--- config.mk ---
export PLATFORM = sky130hd
export DESIGN_NAME = loop_timing_mon
export DESIGN_NICKNAME = d
export VERILOG_FILES = /design/src/rtl/ltm_pkg.sv /design/src/rtl/ltm_timer.sv /design/src/rtl/ltm_cycle.sv /design/src/rtl/ltm_div.sv /design/src/rtl/ltm_strobe.sv /design/src/rtl/loop_timing_mon.sv
export SDC_FILE = /design/constraint.sdc
export NUM_CORES = 1
export LEC_CHECK = 0
export BUFFER_PORTS_ARGS = -buffer_cell sky130_fd_sc_hd__buf_2
export CORE_MARGIN = 8
export CORE_UTILIZATION = 52
export DETAILED_ROUTE_END_ITERATION = 8
export GPL_TIMING_DRIVEN = 1
export MAX_ROUTING_LAYER = met4
export PLACE_DENSITY = 0.68
export SLEW_MARGIN = 10
export SYNTH_ARGS = -nofsm -noshare
export SYNTH_HDL_FRONTEND = slang
export SYNTH_SLANG_ARGS = --single-unit
--- constraint.sdc ---
create_clock -name clk_i -period 7.9 [get_ports clk_i]
set_input_delay 1.58 -clock clk_i [delete_from_list [all_inputs] [get_ports clk_i]]
set_output_delay 1.58 -clock clk_i [all_outputs]
set_load 0.05 [all_outputs]
--- src/rtl/ltm_pkg.sv ---
`timescale 1ns/1ps
package ltm_pkg;
  typedef enum logic [3:0] {
    RA_COMP  = 4'd0,
    RA_SLACK = 4'd1,
    RA_LOAD  = 4'd2,
    RA_PER   = 4'd3,
    RA_JIT   = 4'd4,
    RA_PMIN  = 4'd5,
    RA_PMAX  = 4'd6,
    RA_CMIN  = 4'd7,
    RA_CMAX  = 4'd8,
    RA_MISS  = 4'd9,
    RA_SPUR  = 4'd10,
    RA_DROP  = 4'd11
  } reg_addr_e;
endpackage

--- src/rtl/ltm_timer.sv ---
`timescale 1ns/1ps
module ltm_timer #(
  parameter int CNT_W   = 16,
  parameter int MIN_PER = 12
) (
  input  logic             clk_i,
  input  logic             rst_ni,
  input  logic             enable_i,
  input  logic [CNT_W-1:0] period_i,
  output logic             trig_o,
  output logic [CNT_W-1:0] per_o
);
  logic [CNT_W-1:0] tmr_q, per_q, per_eff, cur_per;

  assign per_eff = (period_i < CNT_W'(MIN_PER)) ? CNT_W'(MIN_PER) : period_i;
  assign trig_o  = enable_i && (tmr_q == '0);
  assign cur_per = trig_o ? per_eff : per_q;
  assign per_o   = per_q;

  always_ff @(posedge clk_i or negedge rst_ni) begin
    if (!rst_ni) begin
      tmr_q <= '0;
      per_q <= '0;
    end else begin
      if (!enable_i)                        tmr_q <= '0;
      else if (tmr_q == cur_per - 1'b1)     tmr_q <= '0;
      else                                  tmr_q <= tmr_q + 1'b1;
      if (trig_o) per_q <= per_eff;
    end
  end


  trig_gap_chk: assert property (@(posedge clk_i) disable iff (!rst_ni)
    trig_o |=> !trig_o);

  per_floor_chk: assert property (@(posedge clk_i) disable iff (!rst_ni)
    trig_o |=> per_q >= CNT_W'(MIN_PER));
endmodule

--- src/rtl/ltm_cycle.sv ---
`timescale 1ns/1ps
module ltm_cycle #(
  parameter int CNT_W = 16,
  parameter int EVT_W = 8
) (
  input  logic             clk_i,
  input  logic             rst_ni,
  input  logic             trig_i,
  input  logic             done_i,
  input  logic             clr_i,
  input  logic [CNT_W-1:0] per_i,
  output logic [CNT_W-1:0] comp_o,
  output logic [CNT_W-1:0] slack_o,
  output logic [CNT_W-1:0] cmin_o,
  output logic [CNT_W-1:0] cmax_o,
  output logic [EVT_W-1:0] miss_o,
  output logic [EVT_W-1:0] spur_o,
  output logic             overrun_o,
  output logic             div_start_o,
  output logic [CNT_W-1:0] div_num_o,
  output logic [CNT_W-1:0] div_den_o
);
  logic             pend_q, hvld_q, ovr_q;
  logic [CNT_W-1:0] ela_q, comp_q, slack_q, cmin_q, cmax_q, hcomp_q, hper_q;
  logic [EVT_W-1:0] miss_q, spur_q;
  logic             acc, miss_ev, spur_ev;

  assign miss_ev = trig_i && pend_q;           // late or absent done
  assign acc     = done_i && pend_q && !trig_i;
  assign spur_ev = done_i && !pend_q;

  always_ff @(posedge clk_i or negedge rst_ni) begin
    if (!rst_ni) begin
      pend_q  <= 1'b0;
      hvld_q  <= 1'b0;
      ovr_q   <= 1'b0;
      ela_q   <= '0;
      comp_q  <= '0;
      slack_q <= '0;
      hcomp_q <= '0;
      hper_q  <= '0;
      cmin_q  <= '1;
      cmax_q  <= '0;
      miss_q  <= '0;
      spur_q  <= '0;
    end else begin
      if (trig_i) begin
        pend_q <= 1'b1;
        ela_q  <= CNT_W'(1);
      end else if (acc) begin
        pend_q <= 1'b0;
      end else if (pend_q && ela_q != '1) begin
        ela_q <= ela_q + 1'b1;
      end

      if (acc) begin
        comp_q  <= ela_q;
        slack_q <= per_i - ela_q;
        hcomp_q <= ela_q;
        hper_q  <= per_i;
      end
      // hold the finished sample until the next trigger launches the divide
      if (acc)         hvld_q <= 1'b1;
      else if (trig_i) hvld_q <= 1'b0;

      if (clr_i) begin
        ovr_q  <= 1'b0;
        miss_q <= '0;
        spur_q <= '0;
        cmin_q <= '1;
        cmax_q <= '0;
      end else begin
        if (miss_ev) begin
          ovr_q <= 1'b1;
          if (miss_q != '1) miss_q <= miss_q + 1'b1;
        end
        if (spur_ev && spur_q != '1) spur_q <= spur_q + 1'b1;
        if (acc) begin
          if (ela_q < cmin_q) cmin_q <= ela_q;
          if (ela_q > cmax_q) cmax_q <= ela_q;
        end
      end
    end
  end

  assign comp_o      = comp_q;
  assign slack_o     = slack_q;
  assign cmin_o      = cmin_q;
  assign cmax_o      = cmax_q;
  assign miss_o      = miss_q;
  assign spur_o      = spur_q;
  assign overrun_o   = ovr_q;
  assign div_start_o = trig_i && hvld_q;
  assign div_num_o   = hcomp_q;
  assign div_den_o   = hper_q;


  comp_bound_chk: assert property (@(posedge clk_i) disable iff (!rst_ni)
    acc |-> ela_q < per_i);

  slack_sum_chk: assert property (@(posedge clk_i) disable iff (!rst_ni)
    acc |=> (comp_q + slack_q) == $past(per_i));

  ovr_sticky_chk: assert property (@(posedge clk_i) disable iff (!rst_ni)
    ovr_q && !clr_i |=> ovr_q);

  spur_step_chk: assert property (@(posedge clk_i) disable iff (!rst_ni)
    spur_ev && !clr_i && spur_q != '1 |=> spur_q == $past(spur_q) + EVT_W'(1));
endmodule

--- src/rtl/ltm_div.sv ---
`timescale 1ns/1ps
module ltm_div #(
  parameter int CNT_W  = 16,
  parameter int FRAC_W = 8
) (
  input  logic              clk_i,
  input  logic              rst_ni,
  input  logic              start_i,
  input  logic [CNT_W-1:0]  num_i,
  input  logic [CNT_W-1:0]  den_i,
  output logic [FRAC_W-1:0] q_o
);
  localparam int STEP_W = $clog2(FRAC_W + 1);
  localparam int PW     = CNT_W + FRAC_W + 1;

  logic              busy_q, fin_q, ge;
  logic [CNT_W-1:0]  rem_q, num_q, den_q;
  logic [CNT_W:0]    rem2;
  logic [FRAC_W-1:0] acc_q, q_q;
  logic [STEP_W-1:0] step_q;

  assign rem2 = {rem_q, 1'b0};
  assign ge   = rem2 >= {1'b0, den_q};

  always_ff @(posedge clk_i or negedge rst_ni) begin
    if (!rst_ni) begin
      busy_q <= 1'b0;
      fin_q  <= 1'b0;
      rem_q  <= '0;
      num_q  <= '0;
      den_q  <= '0;
      acc_q  <= '0;
      q_q    <= '0;
      step_q <= '0;
    end else begin
      fin_q <= 1'b0;
      if (start_i) begin
        busy_q <= 1'b1;
        rem_q  <= num_i;
        num_q  <= num_i;
        den_q  <= den_i;
        acc_q  <= '0;
        step_q <= '0;
      end else if (busy_q) begin
        rem_q <= ge ? CNT_W'(rem2 - {1'b0, den_q}) : CNT_W'(rem2);
        acc_q <= {acc_q[FRAC_W-2:0], ge};
        if (step_q == STEP_W'(FRAC_W - 1)) begin
          busy_q <= 1'b0;
          fin_q  <= 1'b1;
          q_q    <= {acc_q[FRAC_W-2:0], ge};
        end else begin
          step_q <= step_q + 1'b1;
        end
      end
    end
  end

  assign q_o = q_q;

  logic [PW-1:0] scaled, lo_prod, hi_prod;
  assign scaled  = PW'(num_q) << FRAC_W;
  assign lo_prod = PW'(q_q) * PW'(den_q);
  assign hi_prod = (PW'(q_q) + PW'(1)) * PW'(den_q);


  quot_range_chk: assert property (@(posedge clk_i) disable iff (!rst_ni)
    fin_q |-> (lo_prod <= scaled) && (hi_prod > scaled));

  no_overlap_chk: assert property (@(posedge clk_i) disable iff (!rst_ni)
    start_i |-> !busy_q);
endmodule

--- src/rtl/ltm_strobe.sv ---
`timescale 1ns/1ps
module ltm_strobe #(
  parameter int CNT_W = 16,
  parameter int EVT_W = 8
) (
  input  logic             clk_i,
  input  logic             rst_ni,
  input  logic             enable_i,
  input  logic             trig_i,
  input  logic             strobe_i,
  input  logic             clr_i,
  output logic [CNT_W-1:0] per_o,
  output logic [CNT_W-1:0] jit_o,
  output logic [CNT_W-1:0] pmin_o,
  output logic [CNT_W-1:0] pmax_o,
  output logic [EVT_W-1:0] drop_cnt_o,
  output logic             drop_o
);
  logic             str_d, str_ev, seen_q, pmv_q, arm_q, hit_q, drp_q, drop_ev, meas;
  logic [CNT_W-1:0] scnt_q, pm_q, jit_q, pmin_q, pmax_q;
  logic [EVT_W-1:0] dcnt_q;

  assign str_ev  = strobe_i && !str_d;
  assign meas    = str_ev && seen_q;
  assign drop_ev = trig_i && arm_q && !hit_q && !str_ev;

  always_ff @(posedge clk_i or negedge rst_ni) begin
    if (!rst_ni) begin
      str_d  <= 1'b0;
      seen_q <= 1'b0;
      pmv_q  <= 1'b0;
      arm_q  <= 1'b0;
      hit_q  <= 1'b0;
      drp_q  <= 1'b0;
      scnt_q <= '0;
      pm_q   <= '0;
      jit_q  <= '0;
      pmin_q <= '1;
      pmax_q <= '0;
      dcnt_q <= '0;
    end else begin
      str_d <= strobe_i;
      if (str_ev)             scnt_q <= CNT_W'(1);
      else if (scnt_q != '1)  scnt_q <= scnt_q + 1'b1;
      if (str_ev) seen_q <= 1'b1;

      if (meas) begin
        pm_q  <= scnt_q;
        pmv_q <= 1'b1;
        if (pmv_q) jit_q <= (scnt_q > pm_q) ? scnt_q - pm_q : pm_q - scnt_q;
      end

      if (!enable_i) begin
        arm_q <= 1'b0;
        hit_q <= 1'b0;
      end else if (trig_i) begin
        arm_q <= 1'b1;
        hit_q <= 1'b0;
      end else if (str_ev) begin
        hit_q <= 1'b1;
      end

      if (clr_i) begin
        drp_q  <= 1'b0;
        dcnt_q <= '0;
        pmin_q <= '1;
        pmax_q <= '0;
      end else begin
        if (drop_ev) begin
          drp_q <= 1'b1;
          if (dcnt_q != '1) dcnt_q <= dcnt_q + 1'b1;
        end
        if (meas) begin
          if (scnt_q < pmin_q) pmin_q <= scnt_q;
          if (scnt_q > pmax_q) pmax_q <= scnt_q;
        end
      end
    end
  end

  assign per_o      = pm_q;
  assign jit_o      = jit_q;
  assign pmin_o     = pmin_q;
  assign pmax_o     = pmax_q;
  assign drop_cnt_o = dcnt_q;
  assign drop_o     = drp_q;


  meas_nonzero_chk: assert property (@(posedge clk_i) disable iff (!rst_ni)
    pmv_q |-> pm_q != '0);

  ext_order_chk: assert property (@(posedge clk_i) disable iff (!rst_ni)
    (pmax_q != '0) |-> pmin_q <= pmax_q);

  drop_sticky_chk: assert property (@(posedge clk_i) disable iff (!rst_ni)
    drp_q && !clr_i |=> drp_q);
endmodule

--- src/rtl/loop_timing_mon.sv ---
`timescale 1ns/1ps
module loop_timing_mon
  import ltm_pkg::*;
#(
  parameter int CNT_W  = 16,
  parameter int FRAC_W = 8,
  parameter int EVT_W  = 8
) (
  input  logic             clk_i,
  input  logic             rst_ni,
  input  logic             enable_i,
  input  logic [CNT_W-1:0] period_i,
  input  logic             done_i,
  input  logic             strobe_i,
  input  logic             clr_i,
  input  logic [3:0]       rd_addr_i,
  output logic             trig_o,
  output logic             overrun_o,
  output logic             drop_o,
  output logic [CNT_W-1:0] rd_data_o
);
  localparam int MIN_PER = FRAC_W + 4;

  logic              trig;
  logic [CNT_W-1:0]  per_q, comp, slack, cmin, cmax, div_num, div_den;
  logic [CNT_W-1:0]  sper, sjit, pmin, pmax;
  logic [EVT_W-1:0]  miss, spur, dcnt;
  logic [FRAC_W-1:0] load;
  logic              div_start;

  ltm_timer #(.CNT_W(CNT_W), .MIN_PER(MIN_PER)) u_timer (
    .clk_i(clk_i), .rst_ni(rst_ni), .enable_i(enable_i), .period_i(period_i),
    .trig_o(trig), .per_o(per_q)
  );

  ltm_cycle #(.CNT_W(CNT_W), .EVT_W(EVT_W)) u_cycle (
    .clk_i(clk_i), .rst_ni(rst_ni), .trig_i(trig), .done_i(done_i), .clr_i(clr_i),
    .per_i(per_q), .comp_o(comp), .slack_o(slack), .cmin_o(cmin), .cmax_o(cmax),
    .miss_o(miss), .spur_o(spur), .overrun_o(overrun_o),
    .div_start_o(div_start), .div_num_o(div_num), .div_den_o(div_den)
  );

  ltm_div #(.CNT_W(CNT_W), .FRAC_W(FRAC_W)) u_div (
    .clk_i(clk_i), .rst_ni(rst_ni), .start_i(div_start),
    .num_i(div_num), .den_i(div_den), .q_o(load)
  );

  ltm_strobe #(.CNT_W(CNT_W), .EVT_W(EVT_W)) u_strobe (
    .clk_i(clk_i), .rst_ni(rst_ni), .enable_i(enable_i), .trig_i(trig),
    .strobe_i(strobe_i), .clr_i(clr_i), .per_o(sper), .jit_o(sjit),
    .pmin_o(pmin), .pmax_o(pmax), .drop_cnt_o(dcnt), .drop_o(drop_o)
  );

  assign trig_o = trig;

  always_comb begin
    case (rd_addr_i)
      RA_COMP:  rd_data_o = comp;
      RA_SLACK: rd_data_o = slack;
      RA_LOAD:  rd_data_o = CNT_W'(load);
      RA_PER:   rd_data_o = sper;
      RA_JIT:   rd_data_o = sjit;
      RA_PMIN:  rd_data_o = pmin;
      RA_PMAX:  rd_data_o = pmax;
      RA_CMIN:  rd_data_o = cmin;
      RA_CMAX:  rd_data_o = cmax;
      RA_MISS:  rd_data_o = CNT_W'(miss);
      RA_SPUR:  rd_data_o = CNT_W'(spur);
      RA_DROP:  rd_data_o = CNT_W'(dcnt);
      default:  rd_data_o = '0;
    endcase
  end
endmodule

## Word level (Yosys, flattened, before mapping)

Cells that the tools add are included.

- Add/sub/neg operators: 12
- Reductions and logical operators: 45
- Eq/ne operators: 22
- Bitwise logic cells: 1
- Mux-type cells: 55
- $lt $le $gt $ge: 7

Operator list:

| kind | count |
|---|---|
| $mux W16 | 25 |
| $pmux W16 S12 | 1 |
| $mux W8 | 8 |
| $sub A16 B16 Y16 | 4 |
| $add A16 B1 Y16 const B | 3 |
| $gt A16 B16 Y1 | 3 |
| $lt A16 B16 Y1 | 2 |
| $ne A16 B16 Y1 const B | 2 |
| $reduce_bool A2 Y1 | 15 |
| $add A8 B1 Y8 const B | 3 |
| $ne A8 B8 Y1 const B | 3 |
| $eq A4 B3 Y1 const B | 5 |
| $reduce_and A2 Y1 | 9 |
| $ge A17 B16 Y1 | 1 |
| $eq A16 B16 Y1 | 1 |
| $eq A4 B4 Y1 const B | 4 |
| $logic_not A16 Y1 | 1 |
| $lt A16 B4 Y1 const B | 1 |
| $mux W1 | 16 |
| $sub A16 B1 Y16 const B | 1 |
| $mux W7 | 2 |
| $logic_and A1 B1 Y1 | 13 |
| $mux W4 | 3 |
| $eq A4 B2 Y1 const B | 2 |
| other kinds (9) | 14 |

- Bits in registers: 293
- Word-level logic and storage cells: 173
- Output and inout port bits: 19
- Input port bits: 26

## Depth between registers and ports, before layout

- Depth after elaboration: 7
- Depth in mapped cells: 21
- Mapped depth without buffers: 17

## Cells and area by module

Synthesis repeated with hierarchy kept, for this count alone.

- Cells, all modules: 2,263
- Area, all modules: 20,226.9 sq um

Modules (own cells, without submodules):

| module | cells each | instances | area an instance (sq um) |
|---|---|---|---|
| ltm_cycle | 728 | 1 | 6,658.9 |
| ltm_strobe | 714 | 1 | 6,427.4 |
| ltm_div | 331 | 1 | 3,090.5 |
| ltm_timer | 290 | 1 | 2,543.7 |
| loop_timing_mon | 200 | 1 | 1,506.4 |

## Worst setup path after synthesis

Ideal clock, no wire load.

- Path type: input to register
- Start point: in period_i[6]
- End point: reg u_timer.tmr_q[10]
- Cell stages on the path: 14
- Required time: 7.758 ns
- Path buffers: 1
- Path slack: 2.947 ns
- Library setup time: 0.142 ns
- Data arrival time: 4.811 ns
- Cells stage by stage: or3_1 nor4_4 and2_1 nand2_1 a31oi_1 ha_1 nand2_1 a21oi_1 a41oi_2 a21oi_1 mux4_2 nor4_4 buf_6 nor3_2

- Longest elaborated chain between the ends: 7

Ends and longest elaborated chain:

| item | line | source |
|---|---|---|
| start, declared | loop_timing_mon.sv:12 | `input logic [CNT_W-1:0] period_i,` |
| $lt A16 B4 Y1 | ltm_timer.sv:15 | `assign per_eff = (period_i < CNT_W'(MIN_PER)) ? CNT_W'(MIN_PER) : period_i;` |
| $mux W16 * | ltm_timer.sv:15 |  |
| $mux W16 * | ltm_timer.sv:17 | `assign cur_per = trig_o ? per_eff : per_q;` |
| $sub A16 B1 Y16 * | ltm_timer.sv:26 | `else if (tmr_q == cur_per - 1'b1) tmr_q <= '0;` |
| $eq A16 B16 Y1 * | ltm_timer.sv:26 |  |
| $mux W16 * | ltm_timer.sv:26 |  |
| $mux W16 * | ltm_timer.sv:25 | `if (!enable_i) tmr_q <= '0;` |
| end signal, assigned | ltm_timer.sv:27 | `else tmr_q <= tmr_q + 1'b1;` |
| end, declared | ltm_timer.sv:13 | `logic [CNT_W-1:0] tmr_q, per_q, per_eff, cur_per;` |

Mark *: on every way between the ends. The rest lies on a longest branch, timed or not.
A chain may end at the register's enable or synchronous reset.

## Worst setup path after layout

- Start point: reg u_timer.tmr_q[0]
- End point: reg u_timer.tmr_q[2]

- Longest elaborated chain between the ends: 7
- Elaborated cells between the ends (all ways): 8
- Classes of those cells: add/sub (2); eq/ne (1); mux (3); reduce/logical (2)

Ends and longest elaborated chain:

| item | line | source |
|---|---|---|
| $logic_not A16 Y1 | ltm_timer.sv:16 | `assign trig_o = enable_i && (tmr_q == '0);` |
| $logic_and A1 B1 Y1 | ltm_timer.sv:16 |  |
| $mux W16 | ltm_timer.sv:17 |  |
| $sub A16 B1 Y16 | ltm_timer.sv:26 |  |
| $eq A16 B16 Y1 | ltm_timer.sv:26 |  |
| $mux W16 * | ltm_timer.sv:26 |  |
| $mux W16 * | ltm_timer.sv:25 |  |

Marks and branches as above.

==> impl_metrics.ini <==
[logic_synthesis]
netlist_area_um2 = 18900
synth.most_common_cell = dfrtp_1
synth_top_flop_cell = dfrtp_1
synth_edf_count = 0
netlist-cell-type-count = 83
ys_top_cells_by_count = dfrtp_1 (261), nand2_1 (218), nor2_1 (201)
yosysWarnings = 0
ys_async_sr_fraction_pct = 100
ys_ff_latch = 293
syn-num-nets = 2280
yosysTopAreaCellShare_pct = 34.6
synth_area_leader_cell = dfrtp_1
synth_area_leaders = dfrtp_1 (35%), ha_1 (8.8%), mux2i_1 (5.0%)
yosysSeqAreaShare_pct = 39.1
avgSynthCellArea_um2 = 8.91
syn_inst = 2117

[clocking]
cts_sinks = 293
post_cts_resized = 0
htree_levels = 2
clk_latency_ns = 0.52
cts.clk_slew.worst_paths_ns = 0.06
cts_tree = yes
hold_buffers = 0
postCtsSetupRepairBufs = 0
clk_path_buf_depth = 3
cts-root-buf = clkbuf_16
cts_buffers = 35

[routing]
wl_met3_um = 3360
wl_met1_um = 24700
post_drt_wl_per_cell_um = 20.3
viasPerCell = 5.97
num_vias = 15600
post-route-drc-count = 0
postRouteAntennaNets = 0
drtPass1Iterations = 5
dr.max_layer_used = met4
dr_wl_met2_um = 23700
first_iter_violations = 1273
wirelength_um = 53200

[sta]
fin_crit_ns = 5.53
fin_setup_tns_ns = 0
relSlewSlack_pct = 18.5
period_share_pct = 70.0
worst_pin_slew_ns = 1.22
clock_skew_ns = 0.0147
setup_viol_count_final = 0
clock.fmax_ghz = 0.181
hold_viol = 0
drv_slew = 0
rsz0062_at_grt = no

[placed_design]
port_buffers = 44
dp_hpwl_um = 39200
place_congestion = 0.950

[worst_setup_path]
worst_ep_required_time_ns = 8.25
worstPathArrival_ns = 5.88
critPathCaptureType = flip-flop
critical-path-max-stage-delay_ns = 0.97
path_cells = inv_1 > ha_1 > nor4b_2 > and4_1 > nand2_8 > inv_2 > nor2_1 > a31oi_1 > ha_1 > nand2_1 > a21oi_1 > a41oi_2 > a21oi_1 > mux4_2 > nor4_4 > nor3_1
crit_type = reg -> reg
cp_slowest_cell = nor4_4
critPathMaxFanout = 36
start_kind = flip-flop

[floorplan]
ioPinCount = 45
die_y_um = 206
initial_core_util_pct = 52.9
coreArea_um2 = 35700
die_w_um = 206
row_count = 69
die_area_um2 = 42600

[power_and_ir_drop]
ir_drop_mv = 0.254
power_density_nw_per_um2 = 320
cellLeakagePower_nw = 9.48

[grt]
grt_max_degree = 129
grt.overflow.total = 0
track_usage_pct = 26.0
grt_pass1_vias = 15300
grt_pass1_wl_um = 85100
antenna_found_initial = 1

[layout]
area_growth_pct = 9.40
drive_gt1_share_pct = 9.58
finalNetCount = 2287
postLayoutCoreUtil_pct = 57.9

[min_path]
hold_class = reg -> reg

[status]
outcome = finished clean

[run]
drv_cap = 0
-- layout make-up --
type	instances	area, um2
fillers	3148	15000
multi-input cells	1566	10500
flip-flops and latches	293	7370
clock buffers	53	1020
inverters	165	619
well taps	461	577
repair buffers	63	388
clock inverters	11	123
diodes	1	2.50
-- critical path: cells and delay by family, from the launching register on --
family,cells,cell delay (ns)
and+or+nand+nor,7,2.37
AOI/OAI and AO/OA,4,0.77
buffers and inverters,2,0.74
muxes,1,0.55
DFF,1,0.46
adders and majority gates,2,0.44
-- kinds of logic after synthesis --
logic type,Yosys count,share of synthesized area (%)
AO/OA/AOI/OAI,444,15.3
buffers and inverters,258,5.32
adder cells (fa/ha/maj),137,9.24
flip-flops,293,39.1
AND/OR/NAND/NOR,763,19.7
multiplexers,112,6.21
XOR/XNOR,110,5.19
-- per-stage QoR --
stage | instance area, um2 | total power, W | hold WS (ns) | cells | setup WS, ns
final | 20600 | 0.00660 | 0.469 | 2613 | 2.37
after global routing | 20600 | 0.00705 | 0.495 | 2613 | 1.85
after CTS | 20600 | 0.00660 | 0.472 | 2612 | 2.35
after detailed placement | 19500 | 0.00497 | 0.462 | 2548 | 2.07
after global placement | 19500 | 0.00490 | 0.458 | 2548 | 2.20
after floorplan | 18900 | 0.00421 | 0.446 | 2117 | 2.95
-- metal layers --
metal	up-vias	GRT usage (%)
met3	91	3.71
li1	7416	-
met5	-	-
met4	0	6.86
met1	7581	36.0
met2	516	39.5
-- power by group --
group	switching [W]	leakage, nW	internal (W)	total, W
Clock	0.000638	0.563	0.000966	0.00160
Combinational	0.00165	5.15	0.00117	0.00281
Sequential	0.000342	3.77	0.00184	0.00218
-- sequential cells by signal, summed over array words and instances, names as in the netlist, 16 cells and up --
signal	count
u_strobe.pmin_o	16
u_cycle.comp_o	16
u_div.den_q	16
u_cycle.cmin_o	16
u_strobe.per_o	16
u_cycle.slack_o	16
u_cycle.div_den_o	16
u_strobe.jit_o	16
u_div.rem_q	16
u_cycle.ela_q	16
u_timer.per_o	16
u_strobe.pmax_o	16
u_timer.tmr_q	16
u_cycle.cmax_o	16
u_strobe.scnt_q	16
-- path summary, 6_finish.rpt --
kind                                             endpoint  cells after the start  slack [ns]                              start
min in group asynchronous     u_div.step_q[2]$_DFFE_PN0P_                      1        1.06                             rst_ni
max                            u_timer.tmr_q[2]$_DFF_PN0_                     16        2.37         u_timer.tmr_q[0]$_DFF_PN0_
max in group asynchronous  u_strobe.pmax_o[6]$_DFFE_PN0P_                      2        5.29                             rst_ni
min reg2reg                   u_div.den_q[15]$_DFFE_PN0P_                      2        0.47  u_cycle.div_den_o[15]$_DFFE_PN0P_
max reg2reg                    u_timer.tmr_q[2]$_DFF_PN0_                     16        2.37         u_timer.tmr_q[0]$_DFF_PN0_
min                           u_div.den_q[15]$_DFFE_PN0P_                      2        0.47  u_cycle.div_den_o[15]$_DFFE_PN0P_
-- cells in the final DEF (no fill, tap or decap), types with 9 or more instances in the layout --
cell / count
buf_4: 19
a21o_1: 25
clkbuf_1: 11
o31ai_1: 15
and3_1: 20
nor3_1: 49
dfrtp_1: 261
nand4_1: 31
nor3b_1: 14
nand2b_1: 54
a21oi_1: 80
dfstp_2: 32
a211oi_1: 10
o21a_1: 22
mux2i_1: 95
inv_1: 164
o211ai_1: 9
nand3_1: 73
or3_1: 23
mux2_2: 13
a221oi_1: 18
o21ai_0: 142
a22o_1: 13
xor2_1: 45
nand2_1: 218
nor2_1: 201
buf_2: 42
nor2b_1: 22
nor3_2: 11
a31oi_1: 15
clkbuf_16: 36
ha_1: 133
a22oi_1: 34
xnor2_1: 64
or2_2: 9
Power figures use the tool's default switching activity.
